`config.mk`:
```
export PLATFORM = sky130hd
export DESIGN_NAME = dbgrx_bit_receiver
export DESIGN_NICKNAME = d
export VERILOG_FILES = /design/src/rtl/dbgrx_pkg.sv /design/src/rtl/dbgrx_sync.sv /design/src/rtl/dbgrx_seq.sv /design/src/rtl/dbgrx_capture.sv /design/src/rtl/dbgrx_bit_receiver.sv
export SDC_FILE = /design/constraint.sdc
export NUM_CORES = 1
export LEC_CHECK = 0
export BUFFER_PORTS_ARGS = -buffer_cell sky130_fd_sc_hd__buf_2
export CAP_MARGIN = 20
export CORE_AREA = 2 2 39 41
export CTS_CLUSTER_SIZE = 12
export DETAILED_ROUTE_END_ITERATION = 10
export DIE_AREA = 0 0 41 43
export GPL_ROUTABILITY_DRIVEN = 0
export PLACE_DENSITY = 0.54
export SYNTH_ARGS = -nofsm -noshare
export SYNTH_HDL_FRONTEND = slang
export SYNTH_SLANG_ARGS = --single-unit
```
`constraint.sdc`:
```
create_clock -name clk -period 1.44 [get_ports clk]
set_input_delay 0.144 -clock clk [delete_from_list [all_inputs] [get_ports clk]]
set_output_delay 0.144 -clock clk [all_outputs]
set_load 0.05 [all_outputs]
```
`src/rtl/dbgrx_pkg.sv`:
```
package dbgrx_pkg;
  typedef enum logic {
    ST_IDLE = 1'b0,
    ST_BUSY = 1'b1
  } seq_state_e;
endpackage

```
`src/rtl/dbgrx_sync.sv`:
```
// Multi-stage synchronizer for the asynchronous line level.
module dbgrx_sync #(
  parameter int STAGES    = 2,
  parameter bit RESET_VAL = 1'b1
) (
  input  logic clk,
  input  logic rst_n,
  input  logic d_async,
  output logic q_sync
);
  logic [STAGES-1:0] chain_q;

  generate
    for (genvar i = 0; i < STAGES; i++) begin : g_stage
      if (i == 0) begin : g_first
        always_ff @(posedge clk or negedge rst_n) begin
          if (!rst_n) chain_q[0] <= RESET_VAL;
          else        chain_q[0] <= d_async;
        end
      end else begin : g_next
        always_ff @(posedge clk or negedge rst_n) begin
          if (!rst_n) chain_q[i] <= RESET_VAL;
          else        chain_q[i] <= chain_q[i-1];
        end
      end
    end
  endgenerate

  assign q_sync = chain_q[STAGES-1];
endmodule

```
`src/rtl/dbgrx_seq.sv`:
```
// Bit-time sequencer: opens the bit, times the drive, capture and guard.
module dbgrx_seq
  import dbgrx_pkg::*;
#(
  parameter int LOW_CYCLES   = 3,
  parameter int CAPTURE_AT   = 12,
  parameter int GUARD_CYCLES = 16,
  parameter int CNT_W        = 5
) (
  input  logic clk,
  input  logic rst_n,
  input  logic req_valid,
  output logic req_ready,
  output logic drive_low,
  output logic capture
);
  localparam logic [CNT_W-1:0] LOW_LAST  = CNT_W'(LOW_CYCLES - 1);
  localparam logic [CNT_W-1:0] GUARD_END = CNT_W'(GUARD_CYCLES - 1);
  localparam logic [CNT_W-1:0] CAP_CNT   = CNT_W'(CAPTURE_AT);
  localparam logic [CNT_W-1:0] LOW_DONE  = CNT_W'(LOW_CYCLES);

  seq_state_e       state_q;
  logic [CNT_W-1:0] cnt_q;
  logic             oe_q;

  always_ff @(posedge clk or negedge rst_n) begin
    if (!rst_n) begin
      state_q <= ST_IDLE;
      cnt_q   <= '0;
      oe_q    <= 1'b0;
    end else begin
      case (state_q)
        ST_IDLE: begin
          if (req_valid) begin
            state_q <= ST_BUSY;
            cnt_q   <= '0;
            oe_q    <= 1'b1;
          end
        end
        ST_BUSY: begin
          cnt_q <= cnt_q + 1'b1;
          if (cnt_q == LOW_LAST)  oe_q    <= 1'b0;
          if (cnt_q == GUARD_END) state_q <= ST_IDLE;
        end
        default: state_q <= ST_IDLE;
      endcase
    end
  end

  assign req_ready = (state_q == ST_IDLE);
  assign drive_low = oe_q;
  assign capture   = (state_q == ST_BUSY) && (cnt_q == CAP_CNT);

  // the drive only starts after an accepted request
  p_start_on_accept_r1: assert property (@(posedge clk) disable iff (!rst_n)
    $rose(oe_q) |-> $past(req_valid && req_ready));

  // the drive ends exactly after the programmed low time
  p_low_time_r2: assert property (@(posedge clk) disable iff (!rst_n)
    $fell(oe_q) |-> (cnt_q == LOW_DONE));

  // ready only returns at the end of the guard count
  p_guard_end_r5: assert property (@(posedge clk) disable iff (!rst_n)
    $rose(req_ready) |-> ($past(cnt_q) == GUARD_END));
endmodule

```
`src/rtl/dbgrx_capture.sv`:
```
// Captures the synchronized line level and emits the one-cycle result.
module dbgrx_capture (
  input  logic clk,
  input  logic rst_n,
  input  logic capture,
  input  logic line_sync,
  output logic rx_bit,
  output logic rx_valid
);
  logic bit_q;
  logic vld_q;

  always_ff @(posedge clk or negedge rst_n) begin
    if (!rst_n) begin
      bit_q <= 1'b0;
      vld_q <= 1'b0;
    end else begin
      vld_q <= capture;
      if (capture) bit_q <= line_sync;
    end
  end

  assign rx_bit   = bit_q;
  assign rx_valid = vld_q;

  // the result strobe lasts a single cycle
  p_valid_pulse_r4: assert property (@(posedge clk) disable iff (!rst_n)
    rx_valid |=> !rx_valid);

  // the bit is stable whenever no new result is presented
  p_bit_hold_r4: assert property (@(posedge clk) disable iff (!rst_n)
    !rx_valid |-> $stable(rx_bit));
endmodule

```
`src/rtl/dbgrx_bit_receiver.sv`:
```
module dbgrx_bit_receiver #(
  parameter int LOW_CYCLES   = 3,
  parameter int SAMPLE_CYCLE = 10,
  parameter int GUARD_CYCLES = 16,
  parameter int SYNC_STAGES  = 2
) (
  input  logic clk,
  input  logic rst_n,
  input  logic req_valid,
  output logic req_ready,
  output logic line_oe,
  input  logic line_in,
  output logic rx_bit,
  output logic rx_valid
);
  localparam int CAPTURE_AT = SAMPLE_CYCLE + SYNC_STAGES;
  localparam int CNT_W      = $clog2(GUARD_CYCLES + 1);

  logic line_sync;
  logic capture;

  dbgrx_sync #(
    .STAGES   (SYNC_STAGES),
    .RESET_VAL(1'b1)
  ) u_sync (
    .clk    (clk),
    .rst_n  (rst_n),
    .d_async(line_in),
    .q_sync (line_sync)
  );

  dbgrx_seq #(
    .LOW_CYCLES  (LOW_CYCLES),
    .CAPTURE_AT  (CAPTURE_AT),
    .GUARD_CYCLES(GUARD_CYCLES),
    .CNT_W       (CNT_W)
  ) u_seq (
    .clk      (clk),
    .rst_n    (rst_n),
    .req_valid(req_valid),
    .req_ready(req_ready),
    .drive_low(line_oe),
    .capture  (capture)
  );

  dbgrx_capture u_cap (
    .clk      (clk),
    .rst_n    (rst_n),
    .capture  (capture),
    .line_sync(line_sync),
    .rx_bit   (rx_bit),
    .rx_valid (rx_valid)
  );

  // the host never still drives the line when the level is taken
  p_released_at_capture_r3: assert property (@(posedge clk) disable iff (!rst_n)
    capture |-> !line_oe);

  // a request never opens a bit while the previous one is running
  p_no_start_busy_r5: assert property (@(posedge clk) disable iff (!rst_n)
    (line_oe && !$past(line_oe)) |-> !req_ready);
endmodule

```
==> impl_metrics.tcl, run 1 <==
set metrics [dict create \
    antenna_found_initial 0 \
    hold_viol_final 0 \
    htree_num_levels 1 \
    cp-end-kind "register" \
    pwr-share-seq_pct 43.5 \
    crit_chain "inv_1, ha_1, nand4_2, nor2_4, mux2_4" \
    cts_setup_buffers 0 \
    drt_first_iter_violations 5 \
    drive_above_1_share_pct 29.09 \
    crit_type "reg2reg" \
    switchingPower_uw 572.5 \
    postSynthNetCount 51 \
    io_buffers 7 \
    tns_ns 0 \
    synth-seq-cells 11 \
    startpoint_type "register" \
    synthToLayoutAreaGrowth_pct 18.32 \
    layout_commonest_cell "dfrtp_1" \
    dieArea_um2 1763 \
    cap_violations 0 \
    wl_met2_um 309 \
    ios 8 \
    viasPerCell 4.676 \
    drv_slew 0 \
    max_stage_delay_ns 0.41 \
    leakage_uw 0.0002905 \
    drc 0 \
    critical-path-top-delay-family "flip-flops" \
    initial_core_util_pct 36.53 \
    grt_pass1_wl_um 1380 \
    grt_max_degree 12 \
    cts-root-buf "clkbuf_4" \
    wl_met3_um 31 \
    synth_cell_types 21 \
    status "finished clean" \
    yosysWarnings 0 \
    clock_latency_ns 0.27 \
    num_rows 14 \
    rsz0062_at_grt "false" \
    gr-usage-all-layers_pct 12.26 \
    fmax_mhz 747.1 \
    synth_cells 43 \
    syn_area_um2 505.5 \
    slowest_stage "dfrtp_1" \
    clkSinkCount 11 \
    cts_tree "yes" \
    multi_input_area_um2 197.7 \
    n_fill_cell 127 \
    final_cell_mix "9 x dfrtp_1, 6 x buf_2, 5 x inv_1, 4 x ha_1, 4 x clkbuf_4" \
    die_h_um 43 \
    via_count 332 \
    met1_length_um 432 \
    post-route-min-period_ns 1.338 \
    power_density_nw_per_um2 2178 \
    worst_pin_slew_ns 0.3080 \
    insertedDiodeCount 0 \
    top_layer "met4" \
    place_ws_ns 0.1133 \
    worstPathMaxFanout 4 \
    crit_required_ns 1.59 \
    syn_avg_cell_area_um2 11.76 \
    fin_crit_sh_pct 92.95 \
    finalClockSkew_ns 0.006638 \
    clockPowerShare_pct 16.1 \
    ys_seq_area_share_pct 54.95 \
    coreArea_um2 1384 \
    internal_power_uw 729.8 \
    setup_viol 0 \
    combinationalPowerShare_pct 40.4 \
    vdd_drop_max_uv 756.6 \
    routedWlPerCell_um 11.23 \
    hold_class "in2reg" \
    clk_pin_slew_worst_paths_ns 0.07 \
    clk_path_buf_depth 2 \
    timing.hold.ws_ns 0.1272 \
    totalWireLength_um 797 \
    path_buf_inv 1 \
    slew_headroom_pct 79.47 \
    die_w_um 41 \
    seq_area_um2 277.8 \
    grt-ovfl-total 0 \
    grt_pass1_vias 300 \
    first_pass_iters 2 \
    dpl.hpwl_um 564.4 \
    ant_nets 0 \
    setup_slack_ns 0.1015 \
    numCtsBuffers 3 \
    arrival_ns 1.49 \
    switching_share_pct 43.96 \
    nNetsFinal 64 \
]
Yosys cell counts:
library cell / count / area, um2
buf_6: 1 / 11.26
nand2_1: 3 / 11.26
xnor2_1: 1 / 8.760
nand3_1: 2 / 10.01
or3_1: 1 / 6.260
o21ai_1: 1 / 5.000
dfstp_2: 2 / 52.55
ha_1: 4 / 50.05
o21ai_0: 3 / 15.01
o41ai_1: 1 / 8.760
inv_1: 5 / 18.77
a22o_1: 1 / 8.760
dfrtp_1: 9 / 225.2
nand2b_1: 1 / 6.260
nor2_4: 1 / 11.26
mux2_4: 1 / 15.01
o22ai_1: 1 / 6.260
nor2_1: 2 / 7.510
nand4_2: 1 / 12.51
o31ai_1: 1 / 7.510
and3_2: 1 / 7.510
layer usage:
layer	GRT usage, %	vias to the layer above
met3	3.141	2
met4	10.00	0
li1	-	171
met5	0	-
met2	14.69	8
met1	17.69	151
kinds of logic (layout without fill, tap and decap cells):
group,after synthesis,in the layout,share of synthesized area [%]
mux,1,1,2.969
xor+xnor,1,1,1.733
fa+ha+maj,4,4,9.901
buf+inv,6,18,5.941
compound gates,8,8,10.15
simple gates,12,12,14.36
flops,11,11,54.95
layout make-up:
type                            instances  share of cell area, %
Clock buffer                            4                  4.393
Inverter                                5                  3.138
Sequential cell                        11                  46.44
Tap cell                               16                  3.347
Timing Repair Buffer                    9                  9.623
Multi-Input combinational cell         26                  33.05
power by group through the flow:
stage          clock network [uW]  logic (uW)  registers [uW]
4_1_cts                       218         527             568
6_report                      210         526             566
5_1_grt                       232         592             587
3_5_place_dp                    0         521             572
2_1_floorplan                   0         361             629
3_3_place_gp                    0         521             574
sequential cells by signal, summed over array words and instances, names as in the netlist:
name             count
u_cap.rx_bit         1
u_cap.rx_valid       1
u_seq.cnt_q          5
u_seq.drive_low      1
u_seq.state_q        1
u_sync.chain_q       1
u_sync.q_sync        1
worst register-to-register path: stages (launching register included):
cell	delay, ns
dfrtp_1	0.41
inv_1	0.11
ha_1	0.16
nand4_2	0.12
nor2_4	0.12
mux2_4	0.30
worst paths after layout:
check                                   from                end  slack (ns)  cells after the start
min in group asynchronous              rst_n      u_seq.state_q        0.27                      2
min reg2reg                u_sync.chain_q[0]      u_sync.q_sync        0.36                      0
max reg2reg                   u_seq.cnt_q[0]       u_cap.rx_bit        0.10                      5
max in group asynchronous              rst_n  u_sync.chain_q[0]        0.89                      2
max                           u_seq.cnt_q[0]       u_cap.rx_bit        0.10                      5
min                                req_valid     u_seq.cnt_q[4]        0.13                      2
per-stage QoR:
stage / std cells / util [%] / total power, uW / instance area, um2
after floorplan: 43 / - / 989.7 / 505.5
after global placement: 65 / 39.69 / 1094 / 549.3
after detailed placement: 65 / 39.69 / 1093 / 549.3
after CTS: 71 / 43.04 / 1312 / 595.6
after global routing: 71 / 43.22 / 1411 / 598.1
final: 71 / 43.22 / 1302 / 598.1
timing repair:
action | in CTS | in global routing
hold endpoints to repair | 12 | 0
hold buffers | 2 | 0
setup endpoints to repair | 0 | 1
gates resized for setup | 0 | 1
Power figures use the tool's default switching activity.
==> run 2: changes to the inputs <==
Clock period 1.44 ns to 1.7 ns, I/O delays scaled along.
==> impl_metrics.tcl, run 2 (synthesis results as in run 1) <==
set metrics [dict create \
    rsz0062_at_grt "false" \
    ant_nets 0 \
    post-route-cell-area_um2 595.6 \
    dieArea_um2 1763 \
    gr-usage-all-layers_pct 11.93 \
    worstPathMaxFanout 10 \
    cts_hold_buf 2 \
    crit_required_ns 1.53 \
    cp-end-kind "primary output" \
    place_ws_ns 0.3720 \
    vdd_drop_max_uv 668.2 \
    finalClockSkew_ns 0.003087 \
    r2r_slack_ns 0.37 \
    io_buffers 7 \
    insertedDiodeCount 0 \
    grt-ovfl-total 0 \
    coreArea_um2 1384 \
    ios 8 \
    place_inst 65 \
    ff2ff_path_depth 5 \
    setup_viol 0 \
    status "finished clean" \
    htree_num_levels 1 \
    holdCritStartpoint "req_valid" \
    tns_ns 0 \
    drt_first_iter_violations 10 \
    min_path_cells 2 \
    initial_core_util_pct 36.53 \
    final_cells 71 \
    max_stage_delay_ns 0.48 \
    n_fill_cell 135 \
    antenna_found_initial 0 \
    num_rows 14 \
    post-route-min-period_ns 1.376 \
    nNetsFinal 64 \
    crit_cells 2 \
    clock_latency_ns 0.27 \
    slew_headroom_pct 80.33 \
    totalWireLength_um 777 \
    clk_pin_slew_worst_paths_ns 0.07 \
    drive_above_1_share_pct 29.09 \
    clkSinkCount 11 \
    numCtsBuffers 3 \
    critical-path-top-delay-family "flip-flops" \
    die_h_um 43 \
    crit_chain "inv_1, buf_2" \
    cts_tree "yes" \
    clk_path_buf_depth 2 \
    worst_pin_slew_ns 0.2950 \
    via_count 330 \
    first_pass_iters 4 \
    cts_resized 0 \
    grt_pass1_wl_um 1407 \
    routedWlPerCell_um 10.94 \
    hold_viol_final 0 \
    drc 0 \
    layout_commonest_cell "dfrtp_1" \
    cts_setup_buffers 0 \
    synthToLayoutAreaGrowth_pct 17.82 \
    leakage_uw 0.0002908 \
    placed_area_um2 549.3 \
    largest_register_ffs 5 \
    largest_register "u_seq.cnt_q" \
    setup_slack_ns 0.3237 \
    power_density_nw_per_um2 1829 \
    timing.hold.ws_ns 0.1476 \
    viasPerCell 4.648 \
    startpoint_type "register" \
    crit_type "reg2out" \
    arrival_ns 1.21 \
    r2r_end "u_cap.rx_bit" \
    dpl.hpwl_um 571.1 \
    grt_max_degree 12 \
    hold_end "u_seq.cnt_q[1]" \
    final_cell_mix "9 x dfrtp_1, 7 x buf_2, 5 x inv_1, 4 x ha_1" \
    path_buf_inv 2 \
    fin_crit_sh_pct 80.96 \
    r2r_start "u_seq.cnt_q[0]" \
    hold_class "in2reg" \
    cts-root-buf "clkbuf_4" \
    cap_violations 0 \
    die_w_um 41 \
    drv_slew 0 \
    fmax_mhz 726.6 \
    grt_pass1_vias 344 \
    slowest_stage "dfrtp_1" \
]
-- run 2: changes by cell type in the layout (fill, tap and decap cells not counted) --
cell / before / now
clkbuf_4: 4 / 3
buf_2: 6 / 7
-- run 2: how the worst max path moves through the flow --
stage,from,to
2_1_floorplan,u_seq.cnt_q[0],u_cap.rx_bit
3_3_place_gp,u_seq.cnt_q[0],u_cap.rx_bit
3_5_place_dp,u_seq.cnt_q[0],u_cap.rx_bit
4_1_cts,u_seq.state_q,req_ready
5_1_grt,u_seq.state_q,req_ready
6_report,u_seq.state_q,req_ready
-- run 2: cell type report --
class	count	area, um2	area share, %
clock buffers	4	26.28	4.412
inverters	5	18.77	3.151
multi-input cells	26	197.7	33.19
flip-flops and latches	11	277.8	46.64
well taps	16	20.02	3.361
repair buffers	9	55.05	9.244
-- run 2: power by group --
part	leakage [uW]	total, uW	switching [uW]	internal, uW
logic	0.000146	437	275	162
clock network	0.0000150	177	85.9	90.8
registers	0.000130	475	115	360
-- run 2: stage by stage --
step | total power [uW] | utilization, %
4_1_cts | 1103 | 43.04
5_1_grt | 1179 | 43.04
3_5_place_dp | 918.1 | 39.69
3_3_place_gp | 916.7 | 39.69
2_1_floorplan | 838.3 | -
6_report | 1089 | 43.04
-- run 2: per-layer routing --
| layer | GRT usage [%] | wire [um] | share of wire, % | vias to the layer above |
|---|---|---|---|---|
| met4 | 8.000 | 25 | 3.2 | 0 |
| li1 | - | - | - | 171 |
| met3 | 3.141 | 33 | 4.2 | 4 |
| met2 | 16.56 | 356 | 46 | 9 |
| met5 | 0 | 0 | 0 | - |
| met1 | 15.54 | 362 | 47 | 146 |
